`config.mk`:
```
export PLATFORM = sky130hd
export DESIGN_NAME = bank_mapper
export DESIGN_NICKNAME = d
export VERILOG_FILES = /design/src/rtl/bankmap_pkg.sv /design/src/rtl/bankmap_ctl_reg.sv /design/src/rtl/bankmap_decode.sv /design/src/rtl/bank_mapper.sv
export SDC_FILE = /design/constraint.sdc
export NUM_CORES = 1
export LEC_CHECK = 0
export ABC_AREA = 1
export BUFFER_PORTS_ARGS = -buffer_cell sky130_fd_sc_hd__buf_2
export CORE_MARGIN = 1
export CORE_UTILIZATION = 45
export DETAILED_ROUTE_END_ITERATION = 7
export GPL_ROUTABILITY_DRIVEN = 0
export HOLD_SLACK_MARGIN = 0.08
export PLACE_DENSITY = 0.73
export SLEW_MARGIN = 20
export SYNTH_ARGS = -nofsm -noshare
export SYNTH_HDL_FRONTEND = slang
export SYNTH_SLANG_ARGS = --single-unit
```
`constraint.sdc`:
```
create_clock -name clk -period 1.3 [get_ports clk]
set_clock_uncertainty 0.1 [all_clocks]
set_input_delay 0.26 -clock clk [delete_from_list [all_inputs] [get_ports clk]]
set_output_delay 0.26 -clock clk [all_outputs]
set_load 0.03 [all_outputs]
```
`src/rtl/bankmap_pkg.sv`:
```
package bankmap_pkg;

   localparam int CTL_W  = 8;
   localparam int BANK_W = 4;

   // Control byte layout; bit positions are software-visible
   typedef struct packed {
      logic bank3;    // bit 7
      logic bank2;    // bit 6
      logic low_rom;  // bit 5: ROM bank in lower half
      logic vid_alt;  // bit 4: video window at 8000h
      logic rom_off;  // bit 3: RAM replaces ROM up high
      logic vid_off;  // bit 2: video window disabled
      logic bank1;    // bit 1
      logic bank0;    // bit 0
   } mapctl_t;

   // Position of each bank bit inside the control byte, LSB first
   function automatic int bank_pos(int idx);
      case (idx)
         0: return 0;
         1: return 1;
         2: return 6;
         default: return 7;
      endcase
   endfunction

endpackage

```
`src/rtl/bankmap_ctl_reg.sv`:
```
module bankmap_ctl_reg
   import bankmap_pkg::*;
#(
   parameter int          ADDR_W    = 16,
   parameter int          DATA_W    = 8,
   parameter logic [15:0] PORT_ADDR = 16'h0050,
   parameter logic [15:0] PORT_MASK = 16'h00FF
) (
   input  logic              clk,
   input  logic              rst_n,
   input  logic [ADDR_W-1:0] cpu_addr,
   input  logic [DATA_W-1:0] cpu_data,
   input  logic              iorq_n,
   input  logic              wr_n,
   output mapctl_t           ctl
);

   if (DATA_W != CTL_W) begin : g_bad_data_w
      $error("bankmap_ctl_reg: DATA_W must equal the control byte width");
   end

   logic              hit;
   logic              hit_q;
   logic [DATA_W-1:0] pend_q;

   assign hit = !iorq_n && !wr_n &&
                (((cpu_addr ^ PORT_ADDR[ADDR_W-1:0]) & PORT_MASK[ADDR_W-1:0]) == '0);

   // Capture while the write is active, commit when the strobes end
   always_ff @(posedge clk or negedge rst_n) begin
      if (!rst_n) begin
         hit_q  <= 1'b0;
         pend_q <= '0;
         ctl    <= '0;
      end else begin
         hit_q <= hit;
         if (hit) begin
            pend_q <= cpu_data;
         end
         if (hit_q && !hit) begin
            ctl <= mapctl_t'(pend_q);
         end
      end
   end

endmodule

```
`src/rtl/bankmap_decode.sv`:
```
module bankmap_decode
   import bankmap_pkg::*;
#(
   parameter logic [3:0] VWIN_MAIN = 4'hF,
   parameter logic [3:0] VWIN_ALT  = 4'h8
) (
   input  mapctl_t           ctl,
   input  logic [3:0]        top_nib,
   input  logic              mreq_n,
   output logic              ram_cs,
   output logic              rom_cs,
   output logic              vram_cs,
   output logic [BANK_W-1:0] bank_addr
);

   logic [CTL_W-1:0]  raw;
   logic [BANK_W-1:0] ram_bank;
   logic [BANK_W-1:0] rom_bank;
   logic              vid_hit;
   logic              upper;

   assign raw = ctl;

   for (genvar i = 0; i < BANK_W; i++) begin : g_bank
      if (i == 1) begin : g_xor
         assign ram_bank[i] = raw[bank_pos(i)] ^ ctl.rom_off;
      end else begin : g_plain
         assign ram_bank[i] = raw[bank_pos(i)];
      end
      assign rom_bank[i] = raw[bank_pos(i)];
   end

   assign upper   = top_nib[3];
   assign vid_hit = !ctl.vid_off &&
                    (top_nib == (ctl.vid_alt ? VWIN_ALT : VWIN_MAIN));

   always_comb begin
      ram_cs    = 1'b0;
      rom_cs    = 1'b0;
      vram_cs   = 1'b0;
      bank_addr = '0;
      if (!mreq_n) begin
         if (vid_hit) begin
            vram_cs = 1'b1;
         end else if (upper) begin
            ram_cs = ctl.rom_off;
            rom_cs = !ctl.rom_off;
         end else if (ctl.low_rom && !ctl.rom_off) begin
            rom_cs    = 1'b1;
            bank_addr = rom_bank;
         end else begin
            ram_cs    = 1'b1;
            bank_addr = ram_bank;
         end
      end
   end

endmodule

```
`src/rtl/bank_mapper.sv`:
```
module bank_mapper
   import bankmap_pkg::*;
#(
   parameter int          ADDR_W    = 16,
   parameter int          DATA_W    = 8,
   parameter logic [15:0] PORT_ADDR = 16'h0050,
   parameter logic [15:0] PORT_MASK = 16'h00FF,
   parameter logic [3:0]  VWIN_MAIN = 4'hF,
   parameter logic [3:0]  VWIN_ALT  = 4'h8
) (
   input  logic              clk,
   input  logic              rst_n,
   input  logic [ADDR_W-1:0] cpu_addr,
   input  logic [DATA_W-1:0] cpu_data,
   input  logic              iorq_n,
   input  logic              wr_n,
   input  logic              mreq_n,
   output logic              ram_cs,
   output logic              rom_cs,
   output logic              vram_cs,
   output logic [BANK_W-1:0] bank_addr
);

   localparam int NIB_LO = ADDR_W - 4;

   if (ADDR_W != 16) begin : g_bad_addr_w
      $error("bank_mapper: ADDR_W must be 16");
   end
   if (VWIN_MAIN[3] != 1'b1 || VWIN_ALT[3] != 1'b1) begin : g_bad_vwin
      $error("bank_mapper: video windows must lie in the upper half");
   end

   mapctl_t ctl_q;

   bankmap_ctl_reg #(
      .ADDR_W   (ADDR_W),
      .DATA_W   (DATA_W),
      .PORT_ADDR(PORT_ADDR),
      .PORT_MASK(PORT_MASK)
   ) ctl_reg_i (
      .clk     (clk),
      .rst_n   (rst_n),
      .cpu_addr(cpu_addr),
      .cpu_data(cpu_data),
      .iorq_n  (iorq_n),
      .wr_n    (wr_n),
      .ctl     (ctl_q)
   );

   bankmap_decode #(
      .VWIN_MAIN(VWIN_MAIN),
      .VWIN_ALT (VWIN_ALT)
   ) decode_i (
      .ctl      (ctl_q),
      .top_nib  (cpu_addr[ADDR_W-1:NIB_LO]),
      .mreq_n   (mreq_n),
      .ram_cs   (ram_cs),
      .rom_cs   (rom_cs),
      .vram_cs  (vram_cs),
      .bank_addr(bank_addr)
   );

endmodule

```
[Word-level counts from Yosys, hierarchy flattened]
Index checks and enable logic that the tools add are counted.
Cells by class
  equality and inequality tests: 1
  muxes and demuxes: 15
  bitwise gates (word level): 2
  reduce and logical (&&, ||, !) cells: 11
Operators by type and width (number)
  $logic_not A16 Y1: 1
  $mux W4: 3
  $mux W1: 10
  $logic_and A1 B1 Y1: 5
  $logic_not A1 Y1: 5
  $eq A4 B4 Y1: 1
  $mux W3: 1
  $mux W2: 1
  $not A2 Y2: 1
  $xor A1 B1 Y1: 1
Storage, ports and cells
  register bits after elaboration: 17
  output and inout bits: 7
  word-level logic and storage cells: 39

[Logic depth before layout (Yosys ltp)]
  word-level depth: 6
  gate-level depth with buffers: 8
  mapped depth without buffers: 8

[By module]
A second synthesis with hierarchy kept.
Second synthesis, totals
  cell total of the unflattened synthesis: 118
  area, all modules: 904.6 um2
By module, submodules not included
  bankmap_ctl_reg: times used 1, cells an instance 88, area an instance 773.2 um2
  bankmap_decode: times used 1, cells an instance 30, area an instance 131.4 um2

[Worst setup path before layout]
OpenSTA, ideal clock, no wires.
  path type: flip-flop to output port
  start point: register, netlist name ctl_reg_i.ctl[3]
  end point: output bank_addr[1]
  arrival: 1.159 ns
  required time: 0.940 ns
  setup slack: -0.219 ns
  cell stages (with the launch flop): 3
  buffers on the path: 0
  cell sequence: dfrtp_1 -> xnor2_1 -> nor3_1
Between the ends
  cells in the longest elaborated chain, start to end: 6
  elaborated cells on any way between the ends: 7
Ends and longest elaborated chain
  $logic_not A1 Y1: RTL line bankmap_decode.sv:48  | end else if (ctl.low_rom && !ctl.rom_off) begin
  $logic_and A1 B1 Y1: RTL line bankmap_decode.sv:48
  $mux W2 *: RTL line bankmap_decode.sv:48
  $mux W4 *: RTL line bankmap_decode.sv:45  | end else if (upper) begin
  $mux W4 *: RTL line bankmap_decode.sv:43  | if (vid_hit) begin
  $mux W4 *: RTL line bankmap_decode.sv:42  | if (!mreq_n) begin
  end, declared: RTL line bank_mapper.sv:21  | output logic [BANK_W-1:0] bank_addr
Mark *: on every way between the ends. The rest lies on a longest branch, timed or not.

[Worst setup path in the final report]
  start point: register, netlist name ctl_reg_i.ctl[4]
  end point: output ram_cs
Between the ends
  cells in the longest elaborated chain, start to end: 5
Ends and longest elaborated chain
  $mux W3: RTL line bankmap_decode.sv:35  | (top_nib == (ctl.vid_alt ? VWIN_ALT : VWIN_MAIN));
  $eq A4 B4 Y1: RTL line bankmap_decode.sv:35
  $logic_and A1 B1 Y1: RTL line bankmap_decode.sv:34  | assign vid_hit = !ctl.vid_off &&
  $mux W1: RTL line bankmap_decode.sv:43
  $mux W1: RTL line bankmap_decode.sv:42
  end, declared: RTL line bank_mapper.sv:18  | output logic ram_cs,
Every way passes these cells.

==> impl_metrics.py <==
metrics = {
    "drt": {
        "wire_per_inst_um": 9.53,
        "first_pass_iters": 4,
        "drt-initial-drc-count": 9,
        "via_count": 805,
        "antenna_left": 0,
        "via_per_inst": 4.47,
        "drc": 0,
        "routed_wl_um": 1720,
    },
    "synth": {
        "avgSynthCellArea_um2": 7.73,
        "yosysTopAreaCell": "dfrtp_1",
        "synth_ff_type": "dfrtp_1",
        "yosysTopAreaCellShare_pct": 51.4,
        "syn_inst": 107,
        "yosys_warnings": 0,
        "synth_nets": 136,
        "yosys.cell_count.top_type": "nand2_1",
        "syn-cell-area_um2": 827,
        "synth_cell_types": 15,
        "synth-seq-cells": 17,
        "synth_commonest_cells": "nand2_1 (49), dfrtp_1 (17), nor2_1 (13)",
        "ys_seq_area_share_pct": 51.4,
        "synth_area_leaders": "dfrtp_1 (51%), nand2_1 (22%), nor2_1 (5.9%), nand3_1 (4.8%), inv_1 (3.6%)",
        "synth_edf_count": 0,
        "async_reset_ff_share_pct": 100,
    },
    "worst_setup_path": {
        "worstSetupPathType": "register to primary output",
        "worst_setup_path_end_kind": "primary output",
        "critPathArrivalTime_ns": 1.25,
        "timing.rr.start": "ctl_reg_i.hit_q$_DFF_PN0_",
        "r2r_cells": 4,
        "crit_required_ns": 0.94,
        "start_kind": "register",
        "worst-path-max-fanout": 2,
        "rrSetupSlack_ns": 0.34,
        "r2r_end": "ctl_reg_i.ctl[7]$_DFFE_PN0P_",
    },
    "die": {
        "die_h_um": 44.9,
        "row_count": 15,
        "io_pins": 36,
        "die_area_um2": 2010,
        "core_um2": 1730,
        "die_w_um": 44.9,
        "floorplan.initialDensity_pct": 47.9,
    },
    "power_and_ir_drop": {
        "p_total_mw": 0.935,
        "p_leak_nw": 0.697,
        "p_per_area_nw_per_um2": 787,
        "ir_drop_mv": 0.653,
    },
    "job": {
        "cap_violations": 0,
    },
    "outcome": {
        "outcome": "finished, violations left",
        "violations": "negative setup slack",
    },
    "finish": {
        "area_growth_pct": 43.7,
        "final_util_pct": 68.8,
        "diodes": 0,
        "regArea_um2": 425,
        "final_nets": 185,
        "drive_gt1_share_pct": 31.6,
        "multi_input_area_um2": 363,
        "n_fill_cell": 167,
    },
    "sta": {
        "drv_slew": 0,
        "worst_pin_slew_ns": 0.367,
        "finalHoldViolations": 0,
        "setup_violations": 4,
        "fmax_ghz": 0.621,
        "period_share_pct": 124,
        "fin_ws_ns": -0.310,
        "max_slew_margin_pct": 75.5,
        "finalCriticalPeriod_ns": 1.61,
        "rsz0062_at_grt": "yes",
    },
    "clocking": {
        "ctsHtreeMaxLevel": 1,
        "clk_pin_slew_ns": 0.09,
        "cts_tree": "yes",
        "clkLatencyLatePin_ns": 0.28,
        "cts.sinks": 17,
        "cts-root-buf": "clkbuf_4",
        "clockBufferDepth": 2,
        "cts_made_buffers": 3,
    },
    "grt": {
        "overflow": 0,
        "grt_antenna_before_repair": 0,
        "grt_start_max_net_pins": 18,
        "grt_pass1_vias": 776,
        "grt_pass1_wl_um": 2930,
        "track_usage_pct": 20.1,
    },
    "hold_path": {
        "min_path_type": "primary input to asynchronous set/reset pin",
    },
    "placement": {
        "dp.final_hpwl_um": 1200,
        "io_buffers": 31,
    },
}
[cell type report]
cell class,count,area share [%]
flip-flops and latches,17,35.8
multi-input cells,79,30.5
repair buffers,46,25.9
inverters,9,2.95
well taps,25,2.63
clock buffers,4,2.21
[how the worst max path moves through the flow]
stage / start / end / slack, ns
floorplan: ctl_reg_i.ctl[4]$_DFFE_PN0P_ / ram_cs / -0.1
global placement: ctl_reg_i.ctl[4]$_DFFE_PN0P_ / ram_cs / 0.02
detailed placement: ctl_reg_i.ctl[4]$_DFFE_PN0P_ / rom_cs / -0.02
CTS: ctl_reg_i.ctl[4]$_DFFE_PN0P_ / ram_cs / -0.32
global route: ctl_reg_i.ctl[4]$_DFFE_PN0P_ / ram_cs / -0.40
finish: ctl_reg_i.ctl[4]$_DFFE_PN0P_ / ram_cs / -0.31
[layout by cell type, fill, tap and decap left out, drive strengths merged]
| cell type | Yosys | final |
|---|---|---|
| nor2 | 14 | 14 |
| xnor2 | 1 | 1 |
| clkbuf | 0 | 4 |
| buf | 2 | 37 |
| dfrtp | 17 | 17 |
| clkinv | 1 | 1 |
| nor3 | 1 | 1 |
| dlygate4sd3 | 0 | 9 |
| nand2 | 50 | 50 |
| inv | 8 | 8 |
| o21bai | 1 | 1 |
| nand3 | 10 | 10 |
| o21ai | 2 | 2 |
[repair_timing]
action | in CTS | in global routing
gates resized for setup | 8 | 3
buffers inserted | 4 | 0
hold endpoints to repair | 25 | 0
setup endpoints to repair | 7 | 7
hold buffers | 9 | 0
pin swaps | 0 | 2
[flip-flops by register name (all words and copies together), names as in the netlist]
signal and cells:
ctl_reg_i.pend_q 8, ctl_reg_i.hit_q 1, ctl_reg_i.ctl 8
[logic make-up after synthesis]
family | share of synthesized area, %
flops | 51.4
compound gates | 2.57
simple gates | 38.7
xor+xnor | 1.06
buf+inv | 6.20
[power breakdown]
part / total, mW / switching, mW / internal, mW
Sequential: 0.539 / 0.00394 / 0.535
Clock: 0.278 / 0.159 / 0.119
Combinational: 0.117 / 0.0561 / 0.0612
[metal layers]
layer / vias to the layer above / GRT usage, % / part of all wire [%]
met5: - / 0 / 0
met2: 23 / 38.8 / 53
met4: 0 / 10.9 / 0.70
met3: 2 / 2.40 / 4.0
met1: 359 / 20.9 / 42
li1: 421 / - / -
[worst max-delay path, cell delays in order, from the launching register on]
cell and delay (ns):
dfrtp_1 0.40, inv_2 0.06, nand2_1 0.04, o21ai_1 0.06, nand3_1 0.11, nand2_1 0.10, nor2_1 0.04, buf_4 0.16
[per-stage QoR]
| step | std cells | TNS, ns | worst slack (ns) | hold WS (ns) | instance area (um2) |
|---|---|---|---|---|---|
| after floorplan | 107 | -0.273 | -0.0980 | -0.136 | 832 |
| after global placement | 163 | 0 | 0.0188 | 0.0908 | 1020 |
| after detailed placement | 163 | -0.0247 | -0.0152 | 0.0961 | 1020 |
| after CTS | 180 | -1.20 | -0.321 | 0.316 | 1180 |
| after global routing | 180 | -1.61 | -0.397 | 0.355 | 1190 |
| final | 180 | -1.14 | -0.310 | 0.320 | 1190 |
(Power assumes the default switching activity.)
